**config.mk**
```make
export PLATFORM = sky130hd
export DESIGN_NAME = acc_unit
export DESIGN_NICKNAME = d
export VERILOG_FILES = /design/src/rtl/acc_pkg.sv /design/src/rtl/acc_op_sel.sv /design/src/rtl/acc_datapath.sv /design/src/rtl/acc_unit.sv
export SDC_FILE = /design/constraint.sdc
export NUM_CORES = 1
export LEC_CHECK = 0
export CAP_MARGIN = 20
export CORE_MARGIN = 5
export CORE_UTILIZATION = 24
export DETAILED_ROUTE_END_ITERATION = 16
export DONT_BUFFER_PORTS = 1
export HOLD_SLACK_MARGIN = 0.08
export PLACE_DENSITY = 0.43
export SETUP_SLACK_MARGIN = 0.05
export SLEW_MARGIN = 20
export SYNTH_ARGS = -nofsm -noshare
export SYNTH_HDL_FRONTEND = slang
export SYNTH_SLANG_ARGS = --single-unit
```
**constraint.sdc**
```tcl
create_clock -name clk -period 7.78 [get_ports clk]
set_input_delay 0.778 -clock clk [delete_from_list [all_inputs] [get_ports clk]]
set_output_delay 0.778 -clock clk [all_outputs]
set_load 0.01 [all_outputs]
```
**src/rtl/acc_pkg.sv**
```systemverilog
package acc_pkg;
    localparam int ACC_W  = 16;
    localparam int INP_W  = 8;
    localparam int NUM_ST = 11;
    localparam int OP_W   = 4;

    // strobe vector positions; lower index wins on a collision
    localparam int ST_AND   = 0;
    localparam int ST_ADD   = 1;
    localparam int ST_LOAD  = 2;
    localparam int ST_CLR   = 3;
    localparam int ST_INV   = 4;
    localparam int ST_ROTR  = 5;
    localparam int ST_ROTL  = 6;
    localparam int ST_INCR  = 7;
    localparam int ST_ECLR  = 8;
    localparam int ST_EINV  = 9;
    localparam int ST_INPUT = 10;

    // operation code = strobe index + 1, zero means idle
    typedef enum logic [OP_W-1:0] {
        OP_IDLE  = 4'd0,
        OP_AND   = 4'd1,
        OP_ADD   = 4'd2,
        OP_LOAD  = 4'd3,
        OP_CLR   = 4'd4,
        OP_INV   = 4'd5,
        OP_ROTR  = 4'd6,
        OP_ROTL  = 4'd7,
        OP_INCR  = 4'd8,
        OP_ECLR  = 4'd9,
        OP_EINV  = 4'd10,
        OP_INPUT = 4'd11
    } acc_op_e;
endpackage

```
**src/rtl/acc_op_sel.sv**
```systemverilog
module acc_op_sel
    import acc_pkg::*;
#(
    parameter int N = NUM_ST
) (
    input  logic [N-1:0] strobes,
    output acc_op_e      op
);
    always_comb begin
        op = OP_IDLE;
        for (int i = N - 1; i >= 0; i--) begin
            if (strobes[i]) begin
                op = acc_op_e'(OP_W'(i + 1));
            end
        end
    end
endmodule

```
**src/rtl/acc_datapath.sv**
```systemverilog
module acc_datapath
    import acc_pkg::*;
#(
    parameter int W  = ACC_W,
    parameter int IW = INP_W
) (
    input  acc_op_e        op,
    input  logic [W-1:0]   ac,
    input  logic           e,
    input  logic [W-1:0]   dr,
    input  logic [IW-1:0]  inp,
    output logic [W-1:0]   ac_nx,
    output logic           e_nx
);
    localparam int HI_W = W - IW;

    logic [W:0] sum_add;
    logic [W-1:0] sum_inc;

    assign sum_add = {1'b0, ac} + {1'b0, dr};
    assign sum_inc = ac + W'(1);

    always_comb begin
        ac_nx = ac;
        e_nx  = e;
        unique case (op)
            OP_IDLE:  ;
            OP_AND:   ac_nx = ac & dr;
            OP_ADD:   {e_nx, ac_nx} = sum_add;
            OP_LOAD:  ac_nx = dr;
            OP_CLR:   ac_nx = '0;
            OP_INV:   ac_nx = ~ac;
            OP_ROTR:  begin
                ac_nx = {e, ac[W-1:1]};
                e_nx  = ac[0];
            end
            OP_ROTL:  begin
                ac_nx = {ac[W-2:0], e};
                e_nx  = ac[W-1];
            end
            OP_INCR:  ac_nx = sum_inc;
            OP_ECLR:  e_nx = 1'b0;
            OP_EINV:  e_nx = ~e;
            OP_INPUT: ac_nx = {ac[W-1:W-HI_W], inp};
            default:  ;
        endcase
    end
endmodule

```
**src/rtl/acc_unit.sv**
```systemverilog
module acc_unit
    import acc_pkg::*;
#(
    parameter int W  = ACC_W,
    parameter int IW = INP_W
) (
    input  logic          clk,
    input  logic          rst_n,
    input  logic [W-1:0]  dr_in,
    input  logic [IW-1:0] inpr_in,
    input  logic          st_and,
    input  logic          st_add,
    input  logic          st_load,
    input  logic          st_clr,
    input  logic          st_inv,
    input  logic          st_rotr,
    input  logic          st_rotl,
    input  logic          st_incr,
    input  logic          st_eclr,
    input  logic          st_einv,
    input  logic          st_input,
    output logic [W-1:0]  acc_q,
    output logic          ext_q,
    output logic          acc_zero,
    output logic          acc_sign
);
    logic [NUM_ST-1:0] strobes;
    acc_op_e           op;
    logic [W-1:0]      ac_nx;
    logic              e_nx;

    always_comb begin
        strobes           = '0;
        strobes[ST_AND]   = st_and;
        strobes[ST_ADD]   = st_add;
        strobes[ST_LOAD]  = st_load;
        strobes[ST_CLR]   = st_clr;
        strobes[ST_INV]   = st_inv;
        strobes[ST_ROTR]  = st_rotr;
        strobes[ST_ROTL]  = st_rotl;
        strobes[ST_INCR]  = st_incr;
        strobes[ST_ECLR]  = st_eclr;
        strobes[ST_EINV]  = st_einv;
        strobes[ST_INPUT] = st_input;
    end

    acc_op_sel #(.N(NUM_ST)) sel_i (
        .strobes (strobes),
        .op      (op)
    );

    acc_datapath #(.W(W), .IW(IW)) dp_i (
        .op    (op),
        .ac    (acc_q),
        .e     (ext_q),
        .dr    (dr_in),
        .inp   (inpr_in),
        .ac_nx (ac_nx),
        .e_nx  (e_nx)
    );

    // register process
    always_ff @(posedge clk) begin
        if (!rst_n) begin
            acc_q <= '0;
            ext_q <= 1'b0;
        end else begin
            acc_q <= ac_nx;
            ext_q <= e_nx;
        end
    end

    // output process
    always_comb begin
        acc_zero = (acc_q == '0);
        acc_sign = acc_q[W-1];
    end


    one_strobe_chk: assert property (@(posedge clk) disable iff (!rst_n)
        $countones(strobes) <= 1);


    idle_hold_chk: assert property (@(posedge clk) disable iff (!rst_n)
        (strobes == '0) |=> ($stable(acc_q) && $stable(ext_q)));


    add_carry_chk: assert property (@(posedge clk) disable iff (!rst_n)
        (op == OP_ADD) |=> ({ext_q, acc_q} == ({1'b0, $past(acc_q)} + {1'b0, $past(dr_in)})));


    rotr_ends_chk: assert property (@(posedge clk) disable iff (!rst_n)
        (op == OP_ROTR) |=> (ext_q == $past(acc_q[0]) && acc_q[W-1] == $past(ext_q)));


    rotl_ends_chk: assert property (@(posedge clk) disable iff (!rst_n)
        (op == OP_ROTL) |=> (ext_q == $past(acc_q[W-1]) && acc_q[0] == $past(ext_q)));


    incr_keeps_e_chk: assert property (@(posedge clk) disable iff (!rst_n)
        (op == OP_INCR) |=> $stable(ext_q));


    input_low_only_chk: assert property (@(posedge clk) disable iff (!rst_n)
        (op == OP_INPUT) |=> (acc_q[W-1:IW] == $past(acc_q[W-1:IW])
                              && acc_q[IW-1:0] == $past(inpr_in) && $stable(ext_q)));
endmodule

```
==> flow_metrics.tcl, run 1 <==
set metrics [dict create \
    hp-class "in -> reg" \
    cts.repair.resized 0 \
    dpl.cell_count 485 \
    stdcell_count 489 \
    pwr-share-comb_pct 39.5 \
    tightest_slew_ns 1.06 \
    grt_use_total_pct 15.4 \
    fin_util_pct 25.5 \
    p_seq_share_pct 37.6 \
    syn-num-nets 423 \
    root_buffer "clkbuf_8" \
    drt_iter0_drc 225 \
    gr-total-overflow 0 \
    port_buffers 0 \
    ys.flop_type "dfxtp_1" \
    synth_edf_count 0 \
    max_freq_ghz 0.302 \
    p_leak_uw 0.000935 \
    p_sw_uw 144 \
    worstPathMaxFanout 14 \
    cp_data_arrival_time_ns 3.43 \
    n_fill_cell 1228 \
    setup_viol 0 \
    critPathKind "in -> reg" \
    core_region_area_um2 10700 \
    diodes 0 \
    synth_area_um2 2600 \
    wl_um 10300 \
    swShare_pct 43.4 \
    initial_core_util_pct 24.2 \
    clkTransAtPathRegs_ns 0.09 \
    ant_nets 0 \
    nNetsFinal 406 \
    ys_seq_elements 17 \
    grt_start_max_net_pins 17 \
    worst_ep_required_time_ns 7.90 \
    ir_drop_uv 34.7 \
    drtPass1Iterations 5 \
    die_w_um 114 \
    yosysWarnings 0 \
    clock_sinks 17 \
    fin_worst_skew_ns 0.0120 \
    antenna_found_initial 0 \
    p_int_uw 188 \
    fin_tns_setup_ns 0 \
    fin_crit_sh_pct 42.6 \
    htree_levels 1 \
    clock_latency_ns 0.27 \
    hpwl_um 7740 \
    slew_violations 0 \
    startpoint_type "primary input" \
    final_hold_viol_count 0 \
    pin_count 56 \
    synthDistinctLibCells 71 \
    avgSynthCellArea_um2 7.10 \
    status "finished, final reports clean" \
    place_congestion 0.791 \
    rsz0062_at_grt "no" \
    grt_pass1_wl_um 16100 \
    cts_tree "built" \
    route.detailed.wl_per_inst_um 21.1 \
    maxCapViolCount 0 \
    syn_to_final_growth_pct 5.28 \
    fin_crit_ns 3.31 \
    vias 2921 \
    power_density_nw_per_um2 121 \
    syn_inst 367 \
    die-area_um2 13000 \
    fp.dieH_um 114 \
    postCtsSetupBuffers 0 \
    drc 0 \
    ys_seq_area_share_pct 13.1 \
    ctsLongestPathBuffers 2 \
    row_count 38 \
    vias_per_cell 5.97 \
    cts_buffers 3 \
    drive_gt1_share_pct 5.44 \
    synthArstFlopShare_pct 0 \
    end_kind "register" \
    p_clk_share_pct 22.9 \
    grt_pass1_vias 2838 \
    cts_hold_buf 0 \
    maxSlewHeadroom_pct 28.9 \
]
worst max-delay path, stage by stage:
cell,delay [ns]
nor4_4,0.30
nand3_2,0.22
or3_1,0.56
nor2_2,0.53
a211oi_1,0.28
buf_4,0.24
a2111oi_0,0.42
a211oi_1,0.09
synth_stat cells (2+ instances only):
| cell type | count | area, µm² |
|---|---|---|
| mux2i_1 | 2 | 20.0 |
| a2111oi_0 | 4 | 35.0 |
| o31a_1 | 2 | 17.5 |
| nor2_1 | 23 | 86.3 |
| nor2b_1 | 3 | 18.8 |
| o211ai_1 | 4 | 30.0 |
| a211oi_1 | 7 | 52.6 |
| buf_2 | 7 | 35.0 |
| o22ai_1 | 4 | 25.0 |
| a22o_1 | 3 | 26.3 |
| a21o_1 | 5 | 37.5 |
| o41ai_1 | 2 | 17.5 |
| a221o_1 | 3 | 30.0 |
| and3_1 | 2 | 12.5 |
| clkbuf_1 | 16 | 60.1 |
| o2111ai_1 | 2 | 17.5 |
| o221ai_1 | 5 | 43.8 |
| a22oi_1 | 9 | 67.6 |
| a31oi_1 | 9 | 56.3 |
| nand2b_1 | 6 | 37.5 |
| and4_1 | 3 | 26.3 |
| nand2_1 | 34 | 128 |
| xor2_1 | 10 | 87.6 |
| ha_1 | 18 | 225 |
| o21ai_0 | 20 | 100 |
| nor3_1 | 20 | 100 |
| a32oi_1 | 3 | 26.3 |
| o31ai_1 | 2 | 15.0 |
| dfxtp_1 | 17 | 340 |
| a222oi_1 | 5 | 50.1 |
| o21ai_1 | 6 | 30.0 |
| or3_1 | 4 | 25.0 |
| nor4_1 | 6 | 37.5 |
| inv_1 | 10 | 37.5 |
| and2_1 | 2 | 12.5 |
| o32ai_1 | 2 | 17.5 |
| nand3_1 | 15 | 75.1 |
| o21a_1 | 3 | 22.5 |
| a221oi_1 | 5 | 43.8 |
| nand4_1 | 4 | 25.0 |
| a21oi_1 | 27 | 135 |
| xnor2_1 | 4 | 35.0 |
per-stage QoR:
stage	hold WS (ns)	setup slack, ns	total power [µW]	area, µm²
finish	0.624	4.47	331	2740
global route	0.629	4.24	355	2740
global placement	0.651	4.33	257	2700
CTS	0.624	4.46	332	2740
floorplan	0.607	4.88	224	2610
detailed placement	0.666	4.22	257	2700
layout make-up:
cell class / instances / area [µm²] / share of cell area (%)
Timing Repair Buffer: 4 / 30.0 / 1.09
Tap cell: 140 / 175 / 6.39
Sequential cell: 17 / 340 / 12.4
Clock buffer: 4 / 45.0 / 1.64
Inverter: 10 / 37.5 / 1.37
Multi-Input combinational cell: 314 / 2110 / 77.1
registers in the layout (all words and copies together) (netlist names):
register,flops
acc_q,16
ext_q,1
cell families (layout without fill, tap and decap cells):
| kind of cell | Yosys count | count (layout) | synth area share, % |
|---|---|---|---|
| flip-flops | 17 | 17 | 13.1 |
| AO/OA/AOI/OAI | 146 | 146 | 39.7 |
| XOR/XNOR | 14 | 14 | 4.71 |
| adder cells (fa/ha/maj) | 19 | 19 | 9.41 |
| multiplexers | 3 | 3 | 1.20 |
| AND/OR/NAND/NOR | 132 | 132 | 26.0 |
| buffers and inverters | 36 | 18 | 5.96 |
layer usage:
layer  wire (µm)  vias up  GRT usage (%)
met4          87        0           3.40
li1            -     1409              -
met2        5050       91           26.0
met3         763        6           3.44
met1        4390     1415           20.1
met5           0        -              0
power by group through the flow:
stage	sequential, µW	clock, µW	combinational (µW)
after floorplan	110	0	114
after global placement	127	0	130
after detailed placement	127	0	130
after CTS	125	76.4	131
after global routing	128	80.4	147
final	125	75.9	131
worst paths after layout:
kind         depth (start not counted)                endpoint  slack, ns             startpoint
min                                  1      ext_q$_SDFFE_PN0P_       0.62                  rst_n
min reg2reg                          2   acc_q[3]$_SDFFE_PN0P_       0.68  acc_q[3]$_SDFFE_PN0P_
max                                  8   acc_q[0]$_SDFFE_PN0P_       4.47                st_rotl
max reg2reg                          9  acc_q[12]$_SDFFE_PN0P_       4.78  acc_q[0]$_SDFFE_PN0P_
cells in the final DEF, fill, tap and decap left out, types with 4 or more instances in the layout:
| cell | synthesis | routed |
|---|---|---|
| a31oi_1 | 9 | 9 |
| a2111oi_0 | 4 | 4 |
| o221ai_1 | 5 | 5 |
| or3_1 | 4 | 4 |
| a21oi_1 | 27 | 27 |
| o22ai_1 | 4 | 4 |
| a211oi_1 | 7 | 7 |
| inv_1 | 10 | 10 |
| o21ai_1 | 6 | 6 |
| nor4_1 | 6 | 6 |
| nand3_1 | 15 | 15 |
| dfxtp_1 | 17 | 17 |
| nor2_1 | 23 | 23 |
| xnor2_1 | 4 | 4 |
| o211ai_1 | 4 | 4 |
| o21ai_0 | 20 | 20 |
| nand2b_1 | 6 | 6 |
| a221oi_1 | 5 | 5 |
| a21o_1 | 5 | 5 |
| buf_4 | 1 | 4 |
| nand2_1 | 34 | 34 |
| a22oi_1 | 9 | 9 |
| xor2_1 | 10 | 10 |
| a222oi_1 | 5 | 5 |
| nand4_1 | 4 | 4 |
| ha_1 | 18 | 18 |
| nor3_1 | 20 | 19 |
(Power assumes the default switching activity.)
==> run 2: changes to the inputs <==
Clock period 7.78 ns to 3.2 ns, I/O delays scaled along.
==> run 2 against run 1 <==
  * Design area up 5.2%
  * Highest routed layer unchanged
  * Global-route usage is 0.73 points higher
  * Largest cell class unchanged
  * Critical path type is now reg -> reg
  * Register-to-register slack got worse by 4.6 ns
  * First-iteration DRC count rose by 22%
==> flow_metrics.tcl, run 2 (synthesis results as in run 1) <==
set metrics [dict create \
    largest_register_ffs 16 \
    final_hold_viol_count 0 \
    diodes 0 \
    clkTransAtPathRegs_ns 0.10 \
    hpwl_um 8030 \
    ctsLongestPathBuffers 2 \
    row_count 38 \
    vias 3046 \
    clock_latency_ns 0.28 \
    layout_common_cells "nand2_1 (34), a21oi_1 (27), nor2_1 (23), buf_4 (23), o21ai_0 (20)" \
    drtPass1Iterations 5 \
    syn_to_final_growth_pct 10.8 \
    grt_use_total_pct 16.1 \
    dpl_cell_area_um2 2840 \
    cp_data_arrival_time_ns 3.18 \
    die-area_um2 13000 \
    gr-total-overflow 0 \
    ir_drop_uv 119 \
    maxCapViolCount 0 \
    status "finished, final reports clean" \
    drt_iter0_drc 275 \
    critPathKind "reg -> reg" \
    max_freq_ghz 0.335 \
    pin_count 56 \
    fin_crit_ns 2.99 \
    power_density_nw_per_um2 293 \
    fin_crit_sh_pct 93.4 \
    tightest_slew_ns 0.815 \
    ant_nets 0 \
    grt_start_max_net_pins 17 \
    fin_worst_skew_ns 0.0153 \
    fp.dieH_um 114 \
    largestRegisters "acc_q: 16 flops, ext_q: 1 flops" \
    htree_levels 1 \
    fin_tns_setup_ns 0 \
    worstPathMaxFanout 3 \
    antenna_found_initial 0 \
    drc 0 \
    maxSlewHeadroom_pct 45.3 \
    hp-class "in -> reg" \
    end_kind "register" \
    grt_pass1_vias 2975 \
    rsz0062_at_grt "no" \
    drive_gt1_share_pct 10.3 \
    nNetsFinal 425 \
    setup_viol 0 \
    die_w_um 114 \
    port_buffers 0 \
    place_congestion 0.822 \
    cts.repair.resized 0 \
    startpoint_type "register" \
    postCtsSetupBuffers 0 \
    route.detailed.wl_per_inst_um 21.0 \
    root_buffer "clkbuf_8" \
    initial_core_util_pct 24.2 \
    design_area_um2 2890 \
    clock_sinks 17 \
    wl_um 10600 \
    vias_per_cell 6.00 \
    cts_hold_buf 0 \
    worst_ep_required_time_ns 3.39 \
    n_fill_cell 1211 \
    grt_pass1_wl_um 16800 \
    p_leak_uw 0.00103 \
    slew_violations 0 \
    final_common_cell "nand2_1" \
    cts_tree "built" \
    cts_buffers 3 \
    top_register "acc_q" \
    core_region_area_um2 10700 \
]
## run 2: cell count changes in the layout (fill, tap and decap cells not counted)
cell	before	now
buf_4	4	23
## run 2: layout make-up
type                       count  area, µm²  area share (%)
clock buffer                   4       45.0            1.56
inverter                      10       37.5            1.30
timing repair buffer          23        173            5.98
multi-input combinational    314       2110            73.3
sequential                    17        340            11.8
tap                          140        175            6.07
## run 2: path summary, 6_finish.rpt
check / slack [ns] / from / cells after the start / endpoint
hold reg to reg: 0.66 / acc_q[3]$_SDFFE_PN0P_ / 3 / acc_q[3]$_SDFFE_PN0P_
setup / recovery: 0.21 / acc_q[0]$_SDFFE_PN0P_ / 10 / ext_q$_SDFFE_PN0P_
setup reg to reg: 0.21 / acc_q[0]$_SDFFE_PN0P_ / 10 / ext_q$_SDFFE_PN0P_
hold / removal: 0.16 / rst_n / 1 / ext_q$_SDFFE_PN0P_
## run 2: critical path: stages, from the launching register on
cell     delay [ns]
dfxtp_1        0.32
ha_1           0.22
fa_1           0.42
a21o_1         0.20
nand4_1        0.15
a21oi_1        0.14
o41ai_1        0.70
o21ai_0        0.32
nand3_1        0.15
a31oi_1        0.10
o21a_1         0.19
## run 2: stage by stage
stage               power, µW  std cells  setup WS (ns)  utilization (%)  hold slack (ns)
CTS                       842        508          0.305             26.9            0.164
detailed placement        648        504          0.290             26.4            0.453
finish                    845        508          0.211             26.9            0.160
global placement          649        504          0.298             26.4            0.451
global route              898        508         0.0813             26.9            0.176
floorplan                 544        367          0.695                -            0.503
## run 2: layer usage
metal / share of wire (%) / GRT usage, %
met1: 43 / 21.4
met2: 47 / 26.4
met3: 8.1 / 3.75
met4: 1.4 / 4.04
met5: 0 / 0
## run 2: power by group
group	switching [µW]	internal, µW
clock	110	89.4
sequential	26.9	231
combinational	232	156
total	369	476
